**src/rtl/sft_pkg.sv**
```systemverilog
package sft_pkg;

    localparam int SFT_SIZE_BASE = 5;
    localparam int SFT_MAX_DATA  = 9;
    localparam int SFT_DLEN_W    = $clog2(SFT_MAX_DATA + 1);
    localparam int SFT_FRAME_W   = SFT_MAX_DATA + 4;
    localparam int SFT_HALF_MAX  = 2 * SFT_FRAME_W;
    localparam int SFT_HALF_W    = $clog2(SFT_HALF_MAX + 1);

    typedef enum logic [2:0] {
        PAR_EVEN = 3'd0,
        PAR_ODD  = 3'd1,
        PAR_ZERO = 3'd2,
        PAR_ONE  = 3'd3,
        PAR_NONE = 3'd4
    } parity_e;

    typedef enum logic [1:0] {
        STOP_ONE  = 2'd0,
        STOP_HALF = 2'd1,
        STOP_TWO  = 2'd2
    } stop_e;

    typedef struct packed {
        logic                    busy;
        logic                    phase;
        logic [SFT_HALF_W-1:0]   left;
        logic [SFT_FRAME_W-1:0]  shreg;
    } seq_state_t;

endpackage

```
**src/rtl/sft_frame_builder.sv**
```systemverilog
module sft_frame_builder
    import sft_pkg::*;
(
    input  logic [2:0]              cfg_parity,
    input  logic [1:0]              cfg_size,
    input  logic                    cfg_nine,
    input  logic [1:0]              cfg_stop,
    input  logic                    cfg_msb_first,
    input  logic                    cfg_invert,
    input  logic [SFT_MAX_DATA-1:0] in_data,
    output logic [SFT_FRAME_W-1:0]  frame_bits,
    output logic [SFT_HALF_W-1:0]   frame_halves
);

    logic [SFT_DLEN_W-1:0]   data_len;
    logic [SFT_MAX_DATA-1:0] ordered;
    logic [SFT_DLEN_W-1:0]   src_idx;
    logic                    ones_odd;
    logic                    par_bit;
    logic                    has_par;
    logic [2:0]              stop_halves;

    always_comb begin
        data_len = cfg_nine ? SFT_DLEN_W'(SFT_MAX_DATA)
                            : SFT_DLEN_W'(SFT_SIZE_BASE + int'(cfg_size));
        ordered  = '0;
        ones_odd = 1'b0;
        src_idx  = '0;
        for (int i = 0; i < SFT_MAX_DATA; i++) begin
            if (i < int'(data_len)) begin
                ones_odd = ones_odd ^ in_data[i];
                src_idx  = cfg_msb_first ? SFT_DLEN_W'(int'(data_len) - 1 - i)
                                         : SFT_DLEN_W'(i);
                ordered[i] = in_data[src_idx];
            end
        end
    end

    always_comb begin
        has_par = 1'b1;
        case (parity_e'(cfg_parity))
            PAR_EVEN: par_bit = ones_odd;
            PAR_ODD:  par_bit = ~ones_odd;
            PAR_ZERO: par_bit = 1'b0;
            PAR_ONE:  par_bit = 1'b1;
            default: begin
                par_bit = 1'b1;
                has_par = 1'b0;
            end
        endcase
    end

    always_comb begin
        case (stop_e'(cfg_stop))
            STOP_HALF: stop_halves = 3'd3;
            STOP_TWO:  stop_halves = 3'd4;
            default:   stop_halves = 3'd2;
        endcase
    end

    always_comb begin
        frame_bits    = '1;
        frame_bits[0] = 1'b0;
        for (int i = 0; i < SFT_MAX_DATA; i++) begin
            if (i < int'(data_len)) begin
                frame_bits[i + 1] = ordered[i] ^ cfg_invert;
            end
        end
        for (int k = SFT_SIZE_BASE; k <= SFT_MAX_DATA; k++) begin
            if (has_par && (k == int'(data_len))) begin
                frame_bits[k + 1] = par_bit ^ cfg_invert;
            end
        end
        frame_halves = SFT_HALF_W'(2 * (1 + int'(data_len) + int'(has_par))
                                   + int'(stop_halves));
    end

endmodule

```
**src/rtl/sft_sequencer.sv**
```systemverilog
module sft_sequencer
    import sft_pkg::*;
(
    input  logic                   clk,
    input  logic                   rst_n,
    input  logic                   in_valid,
    input  logic                   bit_tick,
    input  logic [SFT_FRAME_W-1:0] frame_bits,
    input  logic [SFT_HALF_W-1:0]  frame_halves,
    output logic                   in_ready,
    output logic                   tx,
    output logic                   busy
);

    seq_state_t state_d;
    seq_state_t state_q;

    always_comb begin
        state_d = state_q;
        if (!state_q.busy) begin
            if (in_valid) begin
                state_d.busy  = 1'b1;
                state_d.phase = 1'b0;
                state_d.left  = frame_halves;
                state_d.shreg = frame_bits;
            end
        end else if (bit_tick) begin
            state_d.left  = state_q.left - 1'b1;
            state_d.phase = ~state_q.phase;
            if (state_q.phase) begin
                state_d.shreg = {1'b1, state_q.shreg[SFT_FRAME_W-1:1]};
            end
            if (state_q.left == SFT_HALF_W'(1)) begin
                state_d.busy  = 1'b0;
                state_d.shreg = '1;
            end
        end
    end

    always_ff @(posedge clk or negedge rst_n) begin
        if (!rst_n) begin
            state_q <= '{busy: 1'b0, phase: 1'b0, left: '0, shreg: '1};
        end else begin
            state_q <= state_d;
        end
    end

    assign in_ready = ~state_q.busy;
    assign busy     = state_q.busy;
    assign tx       = state_q.shreg[0];

endmodule

```
**src/rtl/serial_frame_tx.sv**
```systemverilog
module serial_frame_tx
    import sft_pkg::*;
(
    input  logic                    clk,
    input  logic                    rst_n,
    input  logic [2:0]              cfg_parity,
    input  logic [1:0]              cfg_size,
    input  logic                    cfg_nine,
    input  logic [1:0]              cfg_stop,
    input  logic                    cfg_msb_first,
    input  logic                    cfg_invert,
    input  logic                    in_valid,
    output logic                    in_ready,
    input  logic [SFT_MAX_DATA-1:0] in_data,
    input  logic                    bit_tick,
    output logic                    tx,
    output logic                    busy
);

    logic [SFT_FRAME_W-1:0] frame_bits;
    logic [SFT_HALF_W-1:0]  frame_halves;

    sft_frame_builder u_builder (
        .cfg_parity    (cfg_parity),
        .cfg_size      (cfg_size),
        .cfg_nine      (cfg_nine),
        .cfg_stop      (cfg_stop),
        .cfg_msb_first (cfg_msb_first),
        .cfg_invert    (cfg_invert),
        .in_data       (in_data),
        .frame_bits    (frame_bits),
        .frame_halves  (frame_halves)
    );

    sft_sequencer u_seq (
        .clk          (clk),
        .rst_n        (rst_n),
        .in_valid     (in_valid),
        .bit_tick     (bit_tick),
        .frame_bits   (frame_bits),
        .frame_halves (frame_halves),
        .in_ready     (in_ready),
        .tx           (tx),
        .busy         (busy)
    );

endmodule

```
**config.mk**
```make
export PLATFORM = sky130hd
export DESIGN_NAME = serial_frame_tx
export DESIGN_NICKNAME = d
export VERILOG_FILES = /design/src/rtl/sft_pkg.sv /design/src/rtl/sft_frame_builder.sv /design/src/rtl/sft_sequencer.sv /design/src/rtl/serial_frame_tx.sv
export SDC_FILE = /design/constraint.sdc
export NUM_CORES = 1
export LEC_CHECK = 0
export BUFFER_PORTS_ARGS = -buffer_cell sky130_fd_sc_hd__buf_4
export CAP_MARGIN = 20
export CORE_ASPECT_RATIO = 1.75
export CORE_MARGIN = 2
export CORE_UTILIZATION = 40
export DETAILED_ROUTE_END_ITERATION = 12
export PLACE_DENSITY = 0.64
export SLEW_MARGIN = 20
export SYNTH_ARGS = -nofsm -noshare
export SYNTH_HDL_FRONTEND = slang
export SYNTH_SLANG_ARGS = --single-unit
```
**constraint.sdc**
```tcl
create_clock -name clk -period 2.15 [get_ports clk]
set_input_delay 0.645 -clock clk [delete_from_list [all_inputs] [get_ports clk]]
set_output_delay 0.645 -clock clk [all_outputs]
set_load 0.005 [all_outputs]
```
Word level (Yosys, flattened, before mapping). Cells that the tools add are included.

Register bits after elaboration: 20. Output and inout bits: 3. Logic and storage cells: 149.

Add/sub/neg operators: 14. Order comparisons: 18. Eq/ne operators: 13. Multiplexer cells: 69. Bitwise gates (word level): 21. Reductions and logical operators: 10.

Operators with widths (number): $mux W20 (3); $lt A4 B5 Y1 const B (9); $mux W1 (43); $mux W4 (10); $bmux W1 S4 (9); $mux W13 (2); $eq A4 B4 Y1 const A (5); $sub A4 B4 Y4 const B (5); $xor A1 B1 Y1 (18); $lt A3 B4 Y1 const A (4); $lt A1 B4 Y1 const A (2); $lt A2 B4 Y1 const A (2); $sub A4 B3 Y4 const B (2); $eq A3 B2 Y1 const B (2); $pmux W3 S2 (1); $add A5 B4 Y5 (1); $eq A5 B1 Y1 const B (1); $logic_and A1 B1 Y1 (5); $sub A5 B1 Y5 const B (1); $add A1 B4 Y4 const A (1); $add A3 B2 Y4 const A (1); $add A4 B2 Y4 (1); $lt A4 B4 Y1 const A (1); $reduce_or A4 Y1 (1); 13 further kinds (15).

Longest topological paths before layout. Gate-level depths: netlist of the first run.

Word-level depth: 26. Mapped depth: 16.

Hierarchy. From an unflattened synthesis of the first run, not the netlist that was laid out.

Cells, all modules: 317. Area total of the unflattened synthesis: 2741.4 um^2.

Modules (own cells, without submodules): sft_frame_builder (times used 1, cells each 215, area each 1500.2 um^2, seq. area each 0.0 um^2); sft_sequencer (times used 1, cells each 102, area each 1241.2 um^2, seq. area each 516.7 um^2).

Worst setup path before layout of the first run. No wires, ideal clock.

Path kind: input port to flip-flop. Start point: input port cfg_nine. End point: register u_seq.state_q[7] (netlist name). Data arrival time: 3.746 ns. Required time: 2.067 ns. Path slack: -1.680 ns. Stages on the path: 13. Path through: buf_6 nand2b_1 buf_2 clkinv_1 buf_1 ha_1 xnor2_1 ha_1 or4b_2 mux2i_1 xnor2_1 a21oi_1 a221o_1.

Cells in the longest elaborated chain, start to end: 25. Elaborated cells between the ends (all ways): 43. Classes of those cells: 2 x add/sub; 9 x order compare; 1 x eq/ne; 19 x mux; 11 x bitwise; 1 x reduce/logical.

RTL lines: start: declaration (line serial_frame_tx.sv:8) `input logic cfg_nine,`; $mux W4 * (line sft_frame_builder.sv:24) `data_len = cfg_nine ? SFT_DLEN_W'(SFT_MAX_DATA)`; $lt A1 B4 Y1 (line sft_frame_builder.sv:30) `if (i < int'(data_len)) begin`; $mux W1 (line sft_frame_builder.sv:30); $xor A1 B1 Y1 (line sft_frame_builder.sv:31) `ones_odd = ones_odd ^ in_data[i];`; $mux W1 (line sft_frame_builder.sv:30); $xor A1 B1 Y1 (line sft_frame_builder.sv:31); $mux W1 (line sft_frame_builder.sv:30); $xor A1 B1 Y1 (line sft_frame_builder.sv:31); [... 9 more ...]; $xor A1 B1 Y1 (line sft_frame_builder.sv:31); $mux W1 (line sft_frame_builder.sv:30); $not A1 Y1 (line sft_frame_builder.sv:43) `PAR_ODD: par_bit = ~ones_odd;`; $pmux W1 S3 (line sft_frame_builder.sv:41) `case (parity_e'(cfg_parity))`; $xor A1 B1 Y1 (line sft_frame_builder.sv:71) `frame_bits[k + 1] = par_bit ^ cfg_invert;`; $mux W1 * (line sft_frame_builder.sv:70) `if (has_par && (k == int'(data_len))) begin`; $mux W20 * (line sft_sequencer.sv:21) `if (in_valid) begin`; $mux W20 * (line sft_sequencer.sv:20) `if (!state_q.busy) begin`; end signal: assignment (line sft_sequencer.sv:42) `state_q <= '{busy: 1'b0, phase: 1'b0, left: '0, shreg: '1};`; end signal: assignment (line sft_sequencer.sv:44) `state_q <= state_d;`; end: declaration (line sft_sequencer.sv:16) `seq_state_t state_q;`.

Mark *: on every way between the ends. The rest lies on a longest branch, timed or not. The select of a mux whose other input is x is not followed. A chain may end at the register's enable or synchronous reset.

Worst setup path in the final report of the first run.
Start point: input port cfg_size[0]. End point: register u_seq.state_q[7] (netlist name).

Cells in the longest elaborated chain, start to end: 26. Elaborated cells between the ends (all ways): 44. Classes of those cells: 3 x add/sub; 9 x order compare; 1 x eq/ne; 19 x mux; 11 x bitwise; 1 x reduce/logical.

RTL lines: start: declaration (line serial_frame_tx.sv:7) `input logic [1:0] cfg_size,`; $add A3 B2 Y4 * (line sft_frame_builder.sv:25) `: SFT_DLEN_W'(SFT_SIZE_BASE + int'(cfg_size));`; $mux W4 * (line sft_frame_builder.sv:24); $lt A1 B4 Y1 (line sft_frame_builder.sv:30); $mux W1 (line sft_frame_builder.sv:30); $xor A1 B1 Y1 (line sft_frame_builder.sv:31); $mux W1 (line sft_frame_builder.sv:30); $xor A1 B1 Y1 (line sft_frame_builder.sv:31); $mux W1 (line sft_frame_builder.sv:30); [... 10 more ...]; $xor A1 B1 Y1 (line sft_frame_builder.sv:31); $mux W1 (line sft_frame_builder.sv:30); $not A1 Y1 (line sft_frame_builder.sv:43); $pmux W1 S3 (line sft_frame_builder.sv:41); $xor A1 B1 Y1 (line sft_frame_builder.sv:71); $mux W1 * (line sft_frame_builder.sv:70); $mux W20 * (line sft_sequencer.sv:21); $mux W20 * (line sft_sequencer.sv:20).

Marks and branches as above.

==> results.yml, run 1 <==
timing:
  maxClockFrequency_ghz: 0.332
  worstMarginPinSlew_ps: 470
  grt_setup_unrepaired: "yes"
  finalClockSkew_ps: 7.10
  finalSetupTns_ps: -6900
  finalCritPeriodShare_pct: 140
  period_minus_slack_ps: 3010
  setup_violations: 13
  hold_viol: 0
  report.final.slew_viol_count: 0
  slew_headroom_pct: 68.6
  fin_ws_ps: -862
  whs_ps: 245
route:
  routed-via-count: 2753
  routedWlPerCell_um: 16.7
  ant_nets: 0
  dr.pass1.iters: 4
  drc_errors: 0
  viasPerCell: 5.61
  drt_iter0_drc: 211
  wl_um: 8200
setup_path:
  path_common_cell: "ha_4"
  cp_data_required_time_ps: 2340
  cp_slowest_cell: "or4b_4"
  cp_data_arrival_time_ps: 3210
  path_max_fanout: 3
  cp-end-kind: "flop"
  startpoint_type: "input pin"
  crit_chain: "buf_8 > ha_4 > nand2b_4 > buf_6 > ha_4 > xnor2_4 > ha_4 > buf_4 > or4b_4 > mux2i_1 > xnor2_1 > a21oi_1 > a221o_1"
  critPathMaxStageDelay_ps: 510
  worstSetupPathType: "input pin to flop"
  cp_top_family: "adder cells"
  cp.buffers_inverters: 3
outcome:
  status: "finished, violations left"
  violations: "negative setup slack"
clocking:
  cts_hold_buf: 0
  cts_root_buf: "clkbuf_8"
  clock_latency_ps: 260
  numCtsBuffers: 3
  cts_tree: "built"
  clock_sinks: 20
  cts_buffer_depth: 2
  path_clk_slew_ps: 80
  htree_levels: 1
die:
  coreArea_um2: 6280
  rows: 38
  die_w_um: 65.0
  die-area_um2: 7200
  die_h_um: 111
  ios: 26
  start_util_pct: 41.5
logic_synthesis:
  yosysWarnings: 0
  ys_ff_latch: 20
  synth_area_leader_cell: "dfstp_2"
  postSynthCellCount: 327
  synth_nets: 372
  synth_area_leaders: "dfstp_2 (13%), ha_1 (10%), mux2i_1 (8.1%)"
  syn_area_um2: 2610
  yosys_most_used_dff: "dfstp_2"
  synth.top_cell.area_share_pct: 13.1
  async_flop_share_pct: 100
  synth_edf_count: 0
  synth.avg_cell_area_um2: 7.97
  synth-seq-area-share_pct: 19.8
  ys_types: 61
  synth_commonest_cells: "nand2_1 (27), o21ai_0 (27), nor2_1 (24), a21oi_1 (22)"
pwr:
  seqPwrFrac_pct: 29.3
  power.switching_mw: 1.03
  ir_drop_mv: 0.262
  sw_frac_of_total_pct: 40.3
  power_density_nw_per_um2: 655
  p_total_mw: 2.54
  comb_power_share_pct: 60.5
  intPower_mw: 1.52
  clock_power_share_pct: 10.1
  p_leak_nw: 1.67
placed_design:
  post_dp_cell_area_um2: 3510
  pre_cts_ws_ps: -1260
  dp_hpwl_um: 6410
  port-buffer-count: 25
  gp_congestion: 0.859
global_routing:
  antenna_found_initial: 0
  overflow: 0
  grt_usage_pct: 23.6
  grt_max_degree: 21
  grt_pass1_vias: 2816
  grt_pass1_wl_um: 13600
layout:
  final_cell_area_um2: 3880
  areaGrowthSynthToFinish_pct: 48.9
  drive_gt1_share_pct: 44.0
  antenna_cells: 0
  nets: 457
min_path:
  hold_class: "input pin to async pin"
job:
  cap_violations: 0
[area by class of cell]
type                    instances  area (um2)
fillers                       558        2400
multi-input cells             268        2310
repair buffers                103         841
flip-flops and latches         20         517
well taps                      80         100
inverters                      16        70.1
clock buffers                   4        45.0
[stage by stage]
step	std cells	util, %
detailed placement	477	55.9
CTS	487	60.5
global route	491	61.8
finish	491	61.8
global placement	477	55.9
floorplan	327	-
[placed cells by master (no fill, tap or decap), drive strengths merged, types with 8 or more instances in the layout]
master  instances
ha             21
xnor2          15
nand3           8
a21oi          23
nor2b           8
buf           103
o21ai          28
nand2          27
mux2i          21
nor2           24
dfstp          13
nand2b         10
inv            15
xor2            9
[path summary, 6_finish.rpt]
path | from | to | slack (ps) | cells past startpoint
setup / recovery | cfg_size[0] | u_seq.state_q[7] | -860 | 13
hold / removal | rst_n | u_seq.state_q[13] | 250 | 1
setup reg to reg | u_seq.state_q[13] | u_seq.state_q[10] | 210 | 6
hold reg to reg | u_seq.state_q[11] | u_seq.state_q[11] | 510 | 2
max in group asynchronous | rst_n | u_seq.state_q[11] | 1620 | 1
min in group clk | u_seq.state_q[11] | u_seq.state_q[11] | 510 | 2
[worst reg2reg max path: cells and delay by family (launching register included)]
kind | cells | cell delay, ps
compound gates | 2 | 240
fa+ha+maj | 1 | 210
flops | 1 | 420
simple gates | 3 | 990
[power by group through the flow]
stage | clock [mW] | combinational (mW) | sequential, mW
floorplan | 0 | 0.933 | 0.705
global placement | 0 | 1.35 | 0.737
detailed placement | 0 | 1.38 | 0.746
global route | 0.274 | 1.70 | 0.763
finish | 0.257 | 1.54 | 0.745
CTS | 0.262 | 1.49 | 0.742
[kinds of logic (layout without fill, tap and decap cells)]
| kind of cell | count (synthesis) | in the layout | share of synthesized area [%] |
|---|---|---|---|
| compound gates | 94 | 94 | 23.1 |
| buf+inv | 39 | 123 | 6.38 |
| flops | 20 | 20 | 19.8 |
| mux | 26 | 26 | 11.5 |
| xor+xnor | 24 | 24 | 8.07 |
| fa+ha+maj | 22 | 22 | 10.8 |
| simple gates | 102 | 102 | 20.2 |
[per-layer routing]
layer	vias up	part of all wire, %	track usage (%)
li1	1344	-	-
met1	1285	36	24.3
met2	91	55	44.5
met3	33	3.2	2.13
met4	0	5.6	13.2
met5	-	0	0
[flip-flops by register name (all words and copies together) (netlist names)]
signal / flops
u_seq.busy: 1
u_seq.state_q: 18
u_seq.tx: 1
[what timing repair did]
item | CTS | global route
cloned | 0 | 0
setup buffers | 8 | 5
setup endpoints to repair | 14 | 14
gates resized for setup | 50 | 9
pin swaps | 33 | 22
Note: power is estimated with default switching activity, not from simulation.
==> run 2: changes to the inputs <==
--- a/config.mk
+++ b/config.mk
@@ -11,7 +11,7 @@
 export CORE_MARGIN = 2
 export CORE_UTILIZATION = 40
 export DETAILED_ROUTE_END_ITERATION = 12
-export PLACE_DENSITY = 0.64
+export PLACE_DENSITY = 0.7
 export SLEW_MARGIN = 20
 export SYNTH_ARGS = -nofsm -noshare
 export SYNTH_HDL_FRONTEND = slang
==> run 2 against run 1 <==
Effect of this change:
- the run still ends with negative setup slack left
- count of clock-buffer cells in the layout unchanged
- clock skew decreased by 2.3 ps
- flip-flop and latch count unchanged
- routed wire length increased by 6.0%
- combinational power about the same
- register-to-register slack got worse by 70 ps
- cell count decreased by 0.20%
- power increased by 3.9%
- largest cell class unchanged
- highest routed layer unchanged
==> results.yml, run 2 (same netlist as run 1, synthesis figures left out) <==
setup_path:
  cp_top_family: "simple AND/OR/NAND/NOR gates"
  path_max_fanout: 4
  cp_data_required_time_ps: 2340
  crit_chain: "buf_8 > ha_4 > nand2b_4 > buf_6 > ha_4 > nor3b_4 > xnor2_1 > mux2i_1 > xnor2_1 > xor2_1 > nor3_2 > or4_1 > a221o_1"
  cp.buffers_inverters: 2
  reg2reg_slack_ps: 140
  crit-reg2reg-launch: "u_seq.state_q[14]"
  worst_r2r_path_depth: 8
  critPathMaxStageDelay_ps: 470
  worstSetupPathDepth: 13
  startpoint_type: "input pin"
  cp-end-kind: "flop"
  cp_slowest_cell: "or4_1"
  worstSetupPathType: "input pin to flop"
  r2r_end: "u_seq.state_q[7]"
  cp_data_arrival_time_ps: 3160
global_routing:
  grt_pass1_wl_um: 13800
  antenna_found_initial: 0
  overflow: 0
  grt_pass1_vias: 2893
  grt_max_degree: 21
  grt_usage_pct: 24.0
placed_design:
  port-buffer-count: 25
  dp_hpwl_um: 6510
  pre_cts_ws_ps: -1210
  dp.cells: 474
  post_dp_cell_area_um2: 3460
  gp_congestion: 0.902
die:
  rows: 38
  ios: 26
  die_h_um: 111
  start_util_pct: 41.5
  die_w_um: 65.0
  die-area_um2: 7200
  coreArea_um2: 6280
timing:
  maxClockFrequency_ghz: 0.337
  worstMarginPinSlew_ps: 480
  fin_ws_ps: -821
  finalClockSkew_ps: 4.81
  finalSetupTns_ps: -6930
  report.final.slew_viol_count: 0
  period_minus_slack_ps: 2970
  whs_ps: 255
  finalCritPeriodShare_pct: 138
  grt_setup_unrepaired: "yes"
  setup_violations: 13
  hold_viol: 0
  slew_headroom_pct: 67.9
pwr:
  p_total_mw: 2.64
  seqPwrFrac_pct: 28.4
  power_density_nw_per_um2: 676
  clock_power_share_pct: 12.4
  power.switching_mw: 1.05
  sw_frac_of_total_pct: 39.8
  ir_drop_mv: 0.281
  p_leak_nw: 1.68
  intPower_mw: 1.59
  comb_power_share_pct: 59.2
clocking:
  clock_latency_ps: 260
  cts_root_buf: "clkbuf_8"
  path_clk_slew_ps: 80
  cts_buffer_depth: 2
  clock_sinks: 20
  htree_levels: 1
  numCtsBuffers: 3
  cts_tree: "built"
outcome:
  violations: "negative setup slack"
  status: "finished, violations left"
layout:
  final_cell_mix: "buf_4 (86), nor2_1 (24), nand2_1 (24), o21ai_0 (24), mux2i_1 (21)"
  areaGrowthSynthToFinish_pct: 50.0
  fin_util_pct: 62.3
  final_cell_area_um2: 3910
  drive_gt1_share_pct: 44.9
  antenna_cells: 0
  largest_register_ffs: 18
  nets: 456
  final_common_cell: "buf_4"
  stdcell_count: 490
  largest_register: "u_seq.state_q"
  fillers: 542
job:
  cap_violations: 0
route:
  dr.pass1.iters: 5
  routed-via-count: 2876
  viasPerCell: 5.87
  drc_errors: 0
  drt_iter0_drc: 160
  ant_nets: 0
  routedWlPerCell_um: 17.7
  wl_um: 8690
min_path:
  hold_class: "input pin to async pin"
## run 2: cell types whose count changed in the layout (fill, tap and decap cells not counted), sizes merged
cell | before | now
buf | 103 | 101
clkbuf | 4 | 5
## run 2: layer usage
metal	global-route usage, %	share of wire [%]	vias up
li1	-	-	1347
met3	1.73	4.0	43
met2	45.3	54	128
met4	13.1	6.4	0
met5	0	0	-
met1	25.3	35	1358
## run 2: how the worst max path moves through the flow
stage	startpoint	end	slack (ps)
CTS	cfg_size[0]	u_seq.state_q[3]	-830
floorplan	cfg_size[0]	u_seq.state_q[7]	-1110
global route	cfg_size[0]	u_seq.state_q[3]	-920
detailed placement	cfg_size[0]	u_seq.state_q[7]	-1210
global placement	cfg_size[0]	u_seq.state_q[7]	-1140
finish	cfg_size[0]	u_seq.state_q[7]	-820
## run 2: timing repair
item	CTS	global route
hold buffers	0	0
endpoints found under the setup margin	13	13
buffers inserted	4	12
pin swaps	36	28
gates resized for setup	53	17
## run 2: power by group through the flow
stage | clock network [mW] | registers (mW) | logic [mW]
after floorplan | 0 | 0.705 | 0.933
after global placement | 0 | 0.737 | 1.34
after detailed placement | 0 | 0.744 | 1.39
after CTS | 0.332 | 0.741 | 1.50
after global routing | 0.355 | 0.765 | 1.72
final | 0.329 | 0.749 | 1.56
## run 2: worst register-to-register path: stages, from the launching register on
cell	delay [ps]
dfrtp_1	400
inv_1	100
ha_1	150
nor4b_2	360
nor2_1	80
nor2_1	220
nor2_1	110
buf_4	180
a221o_1	350
## run 2: area by class of cell
class / instances / area [um2] / area share (%)
Multi-Input combinational cell: 268 / 2310 / 59.1
Clock buffer: 4 / 66.3 / 1.70
Timing Repair Buffer: 102 / 842 / 21.5
Inverter: 16 / 75.1 / 1.92
Tap cell: 80 / 100 / 2.56
Sequential cell: 20 / 517 / 13.2
